`src/rtl/strseq_pkg.sv`:
```
package strseq_pkg;

    typedef enum logic [1:0] {
        ST_IDLE = 2'd0,
        ST_MOVE = 2'd1,
        ST_DONE = 2'd2
    } seq_state_e;

    localparam int NUM_CH = 2;   // channel 0 = source, channel 1 = destination

endpackage

```
`src/rtl/strseq_agen.sv`:
```
module strseq_agen #(
    parameter int SEG_W = 16,
    parameter int IDX_W = 16,
    parameter int SHIFT = 4
) (
    input  logic [SEG_W-1:0]       seg,
    input  logic [IDX_W-1:0]       idx,
    output logic [SEG_W+SHIFT-1:0] phys
);
    localparam int ADDR_W = SEG_W + SHIFT;

    logic [ADDR_W-1:0] base;
    logic [ADDR_W-1:0] offs;

    assign base = {seg, {SHIFT{1'b0}}};
    assign offs = ADDR_W'(idx);
    assign phys = base + offs;   // carry out of the top bit is dropped

endmodule

```
`src/rtl/strseq_stepper.sv`:
```
module strseq_stepper #(
    parameter int IDX_W = 16
) (
    input  logic [IDX_W-1:0] idx,
    input  logic             dec,
    input  logic             wide,
    output logic [IDX_W-1:0] nxt
);
    logic [IDX_W-1:0] stride;

    assign stride = wide ? IDX_W'(2) : IDX_W'(1);
    assign nxt    = dec ? (idx - stride) : (idx + stride);

endmodule

```
`src/rtl/string_seq_top.sv`:
```
module string_seq_top #(
    parameter int SEG_W = 16,
    parameter int IDX_W = 16,
    parameter int CNT_W = 16,
    parameter int SHIFT = 4
) (
    input  logic                   clk,
    input  logic                   rst_n,
    input  logic                   ld_en,
    input  logic [SEG_W-1:0]       ld_src_seg,
    input  logic [IDX_W-1:0]       ld_src_idx,
    input  logic [SEG_W-1:0]       ld_dst_seg,
    input  logic [IDX_W-1:0]       ld_dst_idx,
    input  logic [CNT_W-1:0]       ld_count,
    input  logic                   dir_set,
    input  logic                   dir_clr,
    input  logic                   start,
    input  logic                   rep_en,
    input  logic                   wide,
    input  logic                   xfer_ack,
    output logic                   xfer_req,
    output logic [SEG_W+SHIFT-1:0] src_addr,
    output logic [SEG_W+SHIFT-1:0] dst_addr,
    output logic [IDX_W-1:0]       src_idx,
    output logic [IDX_W-1:0]       dst_idx,
    output logic [CNT_W-1:0]       count,
    output logic                   dir_flag,
    output logic                   busy,
    output logic                   done
);
    import strseq_pkg::*;

    localparam int ADDR_W = SEG_W + SHIFT;

    seq_state_e       state_q, state_d;
    logic [SEG_W-1:0] seg_q  [NUM_CH];
    logic [IDX_W-1:0] idx_q  [NUM_CH];
    logic [IDX_W-1:0] idx_nx [NUM_CH];
    logic [ADDR_W-1:0] phys  [NUM_CH];
    logic [IDX_W-1:0] ld_idx [NUM_CH];
    logic [SEG_W-1:0] ld_seg [NUM_CH];
    logic [CNT_W-1:0] cnt_q;
    logic             dir_q;
    logic             rep_q;
    logic             wide_q;
    logic             ack_now;
    logic             last_elem;

    assign ld_idx[0] = ld_src_idx;
    assign ld_idx[1] = ld_dst_idx;
    assign ld_seg[0] = ld_src_seg;
    assign ld_seg[1] = ld_dst_seg;

    // Address former and index stepper per channel
    for (genvar ch = 0; ch < NUM_CH; ch++) begin : g_chan
        strseq_agen #(
            .SEG_W (SEG_W),
            .IDX_W (IDX_W),
            .SHIFT (SHIFT)
        ) u_agen (
            .seg  (seg_q[ch]),
            .idx  (idx_q[ch]),
            .phys (phys[ch])
        );

        strseq_stepper #(
            .IDX_W (IDX_W)
        ) u_step (
            .idx  (idx_q[ch]),
            .dec  (dir_q),
            .wide (wide_q),
            .nxt  (idx_nx[ch])
        );
    end

    assign ack_now   = (state_q == ST_MOVE) && xfer_ack;
    assign last_elem = !rep_q || (cnt_q == CNT_W'(1));

    // State register
    always_ff @(posedge clk) begin
        if (!rst_n) begin
            state_q <= ST_IDLE;
        end else begin
            state_q <= state_d;
        end
    end

    // Next-state logic
    always_comb begin
        state_d = state_q;
        unique case (state_q)
            ST_IDLE: begin
                if (start) begin
                    state_d = (rep_en && (cnt_q == '0)) ? ST_DONE : ST_MOVE;
                end
            end
            ST_MOVE: begin
                if (xfer_ack) begin
                    state_d = last_elem ? ST_DONE : ST_MOVE;
                end
            end
            ST_DONE: state_d = ST_IDLE;
            default: state_d = ST_IDLE;
        endcase
    end

    // Outputs decoded from state
    always_comb begin
        xfer_req = 1'b0;
        done     = 1'b0;
        busy     = 1'b1;
        unique case (state_q)
            ST_IDLE: busy     = 1'b0;
            ST_MOVE: xfer_req = 1'b1;
            ST_DONE: done     = 1'b1;
            default: busy     = 1'b0;
        endcase
    end

    // Datapath registers
    always_ff @(posedge clk) begin
        if (!rst_n) begin
            for (int ch = 0; ch < NUM_CH; ch++) begin
                seg_q[ch] <= '0;
                idx_q[ch] <= '0;
            end
            cnt_q  <= '0;
            dir_q  <= 1'b0;
            rep_q  <= 1'b0;
            wide_q <= 1'b0;
        end else if (state_q == ST_IDLE) begin
            if (ld_en) begin
                for (int ch = 0; ch < NUM_CH; ch++) begin
                    seg_q[ch] <= ld_seg[ch];
                    idx_q[ch] <= ld_idx[ch];
                end
                cnt_q <= ld_count;
            end
            if (dir_set) begin
                dir_q <= 1'b1;
            end else if (dir_clr) begin
                dir_q <= 1'b0;
            end
            if (start) begin
                rep_q  <= rep_en;
                wide_q <= wide;
            end
        end else if (ack_now) begin
            for (int ch = 0; ch < NUM_CH; ch++) begin
                idx_q[ch] <= idx_nx[ch];
            end
            if (rep_q) begin
                cnt_q <= cnt_q - CNT_W'(1);
            end
        end
    end

    assign src_addr = phys[0];
    assign dst_addr = phys[1];
    assign src_idx  = idx_q[0];
    assign dst_idx  = idx_q[1];
    assign count    = cnt_q;
    assign dir_flag = dir_q;

endmodule

```
`config.mk`:
```
export PLATFORM = sky130hd
export DESIGN_NAME = string_seq_top
export DESIGN_NICKNAME = d
export VERILOG_FILES = /design/src/rtl/strseq_pkg.sv /design/src/rtl/strseq_agen.sv /design/src/rtl/strseq_stepper.sv /design/src/rtl/string_seq_top.sv
export SDC_FILE = /design/constraint.sdc
export NUM_CORES = 1
export LEC_CHECK = 0
export BUFFER_PORTS_ARGS = -buffer_cell sky130_fd_sc_hd__buf_2
export CAP_MARGIN = 20
export CORE_ASPECT_RATIO = 0.9
export CORE_MARGIN = 1.5
export CORE_UTILIZATION = 40
export DETAILED_ROUTE_END_ITERATION = 7
export GPL_TIMING_DRIVEN = 0
export PLACE_DENSITY = 0.73
export SLEW_MARGIN = 20
export SYNTH_ARGS = -nofsm -noshare
export SYNTH_HDL_FRONTEND = slang
export SYNTH_SLANG_ARGS = --single-unit
```
`constraint.sdc`:
```
create_clock -name clk -period 4.9 [get_ports clk]
set_clock_uncertainty 0.05 [all_clocks]
set_input_delay 0.735 -clock clk [delete_from_list [all_inputs] [get_ports clk]]
set_output_delay 0.735 -clock clk [all_outputs]
set_load 0.05 [all_outputs]
```
## Word-level counts from Yosys, hierarchy flattened

Memories as Yosys holds them, arrays and structs flattened.
Cells that the tools add are included.

- $add $sub $neg: 7
- Multipliers: 0
- Divide/modulo/power cells: 0
- Magnitude comparators: 0
- Equality and inequality tests: 6
- Shifts and indexed selects: 0
- Multiplexer cells: 32
- Bitwise gates (word level): 6
- Reduce and logical (&&, ||, !) cells: 14

Operators by type and width:

| cell | number |
|---|---|
| $mux W16 | 12 |
| $add A20 B16 Y20 | 2 |
| $add A16 B16 Y16 | 2 |
| $sub A16 B16 Y16 | 2 |
| $eq A16 B1 Y1 const B | 1 |
| $logic_not A16 Y1 | 1 |
| $sub A16 B1 Y16 const B | 1 |
| $mux W1 | 14 |
| $mux W2 | 5 |
| $ne A2 B2 Y1 const B | 3 |
| $or A1 B1 Y1 | 6 |
| $reduce_and A2 Y1 | 3 |
| $reduce_bool A2 Y1 | 3 |
| $pmux W2 S2 | 1 |
| $reduce_and A3 Y1 | 1 |
| $eq A2 B1 Y1 const B | 1 |
| $eq A2 B2 Y1 const B | 1 |
| $logic_and A1 B1 Y1 | 2 |
| $logic_not A2 Y1 | 1 |
| $reduce_or A2 Y1 | 1 |
| $logic_not A1 Y1 | 1 |
| $logic_or A1 B1 Y1 | 1 |

- Bits in registers: 21
- Latch bits: 0
- RAM bits: 64
- Bits in read-only memories: 0
- Input port bits: 89
- Output and inout bits: 92
- Memories: 2

Memory list:

| name | words | width | read ports | clocked after memory_dff | wr ports | line | source |
|---|---|---|---|---|---|---|---|
| idx_q | 2 | 16 | 2 | 0 | 2 | string_seq_top.sv:37 | `logic [IDX_W-1:0] idx_q [NUM_CH];` |
| seg_q | 2 | 16 | 2 | 0 | 2 | string_seq_top.sv:36 | `logic [SEG_W-1:0] seg_q [NUM_CH];` |

## Longest topological paths before layout

- Depth in word-level cells: 7
- Depth in mapped cells: 11

## Cells and area by module

From an unflattened synthesis, not the netlist that was laid out.

- Cells, all modules: 735
- Area total of the unflattened synthesis: 6951.7 µm²

By module, submodules not included:

| module | instances | cells an instance | area each (µm²) |
|---|---|---|---|
| string_seq_top | 1 | 325 | 3836.2 |
| strseq_agen | 2 | 108 | 820.8 |
| strseq_stepper at g_chan[0].u_step | 1 | 97 | 742.0 |
| strseq_stepper at g_chan[1].u_step | 1 | 97 | 732.0 |

## Least setup slack after synthesis

OpenSTA, ideal clock, no wires.

- Path type: register to output
- From: memory idx_q[1][4] (netlist: idx_q[0][20])
- To: output dst_addr[16]
- Arrival: 3.308 ns
- Required time: 4.115 ns
- Setup slack: 0.807 ns
- Cell stages (with the launch flop): 9
- Path through: edfxtp_1 ha_1 fa_1 a211oi_1 o21ai_0 o31a_1 a221oi_1 o21ai_0 xor2_1

RTL lines:

| element | line | source |
|---|---|---|
| start, declared | string_seq_top.sv:37 |  |
| end, declared | string_seq_top.sv:23 | `output logic [SEG_W+SHIFT-1:0] dst_addr,` |

==> impl_metrics.tcl <==
set metrics [dict create \
    syn_to_final_growth_pct 23.62 \
    antenna_left 0 \
    worstHoldPathType "reg -> reg" \
    clk_pin_slew_ns 0.06 \
    cts_max_level 3 \
    peakVddDrop_v 0.0005098 \
    slowest_stage "fa_1" \
    synth_seq_area_share 0.3700 \
    slowest_delay_ns 0.45 \
    dr.pass1.iters 4 \
    setup_viol_count_final 0 \
    final_max_slew_viol_count 0 \
    dieWidth_um 135.6 \
    dieArea_um2 16590 \
    io_buffers 180 \
    synthesis.area_um2 6330 \
    status "completed" \
    first_iter_violations 352 \
    ios 181 \
    final_common_cell "buf_2" \
    power.density_nw_per_um2 729.6 \
    syn_area_per_cell_um2 9.241 \
    start_util 0.4099 \
    synth_edf_count 64 \
    most-common-layout-cells "buf_2, o21ai_0, edfxtp_1, nand2_1, ha_1" \
    setup_tns_ns 0 \
    fillCellCount 1414 \
    cp_max_fo 3 \
    track_usage 0.1980 \
    clock_path_buffers 2 \
    ff2ff_path_depth 11 \
    rsz0062_at_grt "false" \
    crit_type "reg -> out" \
    hpwl_um 12620 \
    async_flop_share 0 \
    holdWs_ns 0.4549 \
    leakagePower_nw 3.606 \
    via_per_inst 5.312 \
    cts_made_buffers 9 \
    wl_per_cell_um 15.19 \
    start_kind "register" \
    crit_path_end_kind "primary output" \
    cts_tree "done" \
    cts_root_buf "clkbuf_16" \
    crit_top_cell "o21ai_0" \
    synth_cell_types 67 \
    grt_max_degree 33 \
    synth-warning-count 0 \
    routed_wl_um 16480 \
    relSlewSlack 0.4412 \
    final_nets 1028 \
    cp_cell_sequence "ha_1 -> fa_1 -> a211oi_1 -> o21ai_0 -> o31a_1 -> a221oi_1 -> o21ai_0 -> nand3_1 -> xnor2_1 -> buf_2" \
    drc_errors 0 \
    grt_pass1_vias 5165 \
    gp_congestion 0.9079 \
    layout-drive-gt1-share 0.2551 \
    critPathArrivalTime_ns 3.50 \
    hold_depth 2 \
    drv_cap 0 \
    fp.dieH_um 122.3 \
    num_vias 5763 \
    critical_path_required_ns 4.12 \
    grt_antenna_before_repair 2 \
    overflow 0 \
    synthCells 685 \
    syn-num-nets 836 \
    ys_seq_elements 85 \
    worst_slew_pin_slew_ns 0.8382 \
    max_freq_ghz 0.2335 \
    core_area_um2 15440 \
    hold_viol_final 0 \
    synth_ff_type "edfxtp_1" \
    cts_hold_buffers 0 \
    post-cts-setup-buffer-count 0 \
    fin_crit_ns 4.283 \
    clk_latency_ns 0.35 \
    clock-sinks 85 \
    rows 43 \
    layout_worst_path_cycle_share 0.8742 \
    cts_resized 0 \
    grt_pass1_wl_um 25880 \
]
-- registers in the layout, summed over array words and instances, names as in the netlist --
| signal | count |
|---|---|
| dir_flag | 1 |
| idx_q | 32 |
| wide_q | 1 |
| seg_q | 32 |
| count | 16 |
| state_q | 2 |
| rep_q | 1 |
-- layout make-up --
cell class                 count  area, um2  area share
antenna                        1      2.502   0.0003198
buffer                        30      145.1     0.01855
clock buffer                   9      225.2     0.02878
clock inverter                 7      82.58     0.01055
inverter                      26      97.59     0.01247
multi-input combinational    544       3747      0.4789
sequential                    85       2344      0.2995
tap                          202      252.7     0.03230
timing repair buffer         181      928.4      0.1186
-- worst max-delay path: cells and delay by family (launching register included) --
family,cells,cell delay (ns)
xor gates and xnor gates,1,0.12
adders and majority gates,2,0.71
DFF,1,0.44
and+or+nand+nor,1,0.13
buffers and inverters,1,0.28
AOI/OAI and AO/OA,5,1.48
-- path summary, 6_finish.rpt --
check	slack, ns	to	from
max	0.62	dst_addr[18]	idx_q[0][20]
min	0.45	wide_q	wide_q
max reg2reg	1.67	idx_q[0][30]	dir_flag
min reg2reg	0.45	wide_q	wide_q
-- per-stage QoR --
step                      power [mW]  cells  setup WS [ns]  area [um2]    util
after floorplan                4.197    685         0.8070        6330       -
after global placement         4.944   1067         0.9868        7483  0.4846
after detailed placement       4.990   1068         0.9966        7515  0.4867
after CTS                      5.714   1084         0.5931        7823  0.5066
after global routing           6.090   1084         0.4069        7823  0.5066
final                          5.709   1085         0.6166        7825  0.5068
-- synth_stat cells (12+ instances only) --
library cell / instances / share of area
and2_1: 41 / 0.041
nand3_1: 12 / 0.0095
edfxtp_1: 64 / 0.30
xnor2_1: 27 / 0.037
nor3_1: 19 / 0.015
dfxtp_1: 21 / 0.066
nand2_1: 61 / 0.036
nor2_1: 30 / 0.018
xor2_1: 26 / 0.036
inv_1: 25 / 0.015
ha_1: 60 / 0.12
a21oi_1: 56 / 0.044
a21o_1: 14 / 0.017
clkbuf_1: 18 / 0.011
o21ai_0: 65 / 0.051
nor2b_1: 12 / 0.012
-- per-layer routing --
metal  vias to the layer above  part of all wire  track usage
li1                       2906                 -            -
met1                      2673              0.46       0.2634
met2                       174              0.46       0.3236
met3                         8             0.072      0.05328
met4                         2            0.0056      0.04099
met5                         -           0.00073            0
-- power by group --
part,internal [mW],switching [mW]
clock,0.402,0.306
combinational,1.13,2.59
sequential,1.04,0.234
-- cell families after synthesis --
group                      after synthesis  share of synthesized area
muxes                                    2                   0.003163
xor gates and xnor gates                53                    0.07334
and+or+nand+nor                        207                     0.1694
AOI/OAI and AO/OA                      220                     0.2208
DFF                                     85                     0.3700
buffers and inverters                   56                    0.03835
adders and majority gates               62                     0.1249
No activity file was read; power rests on OpenSTA's default activity.
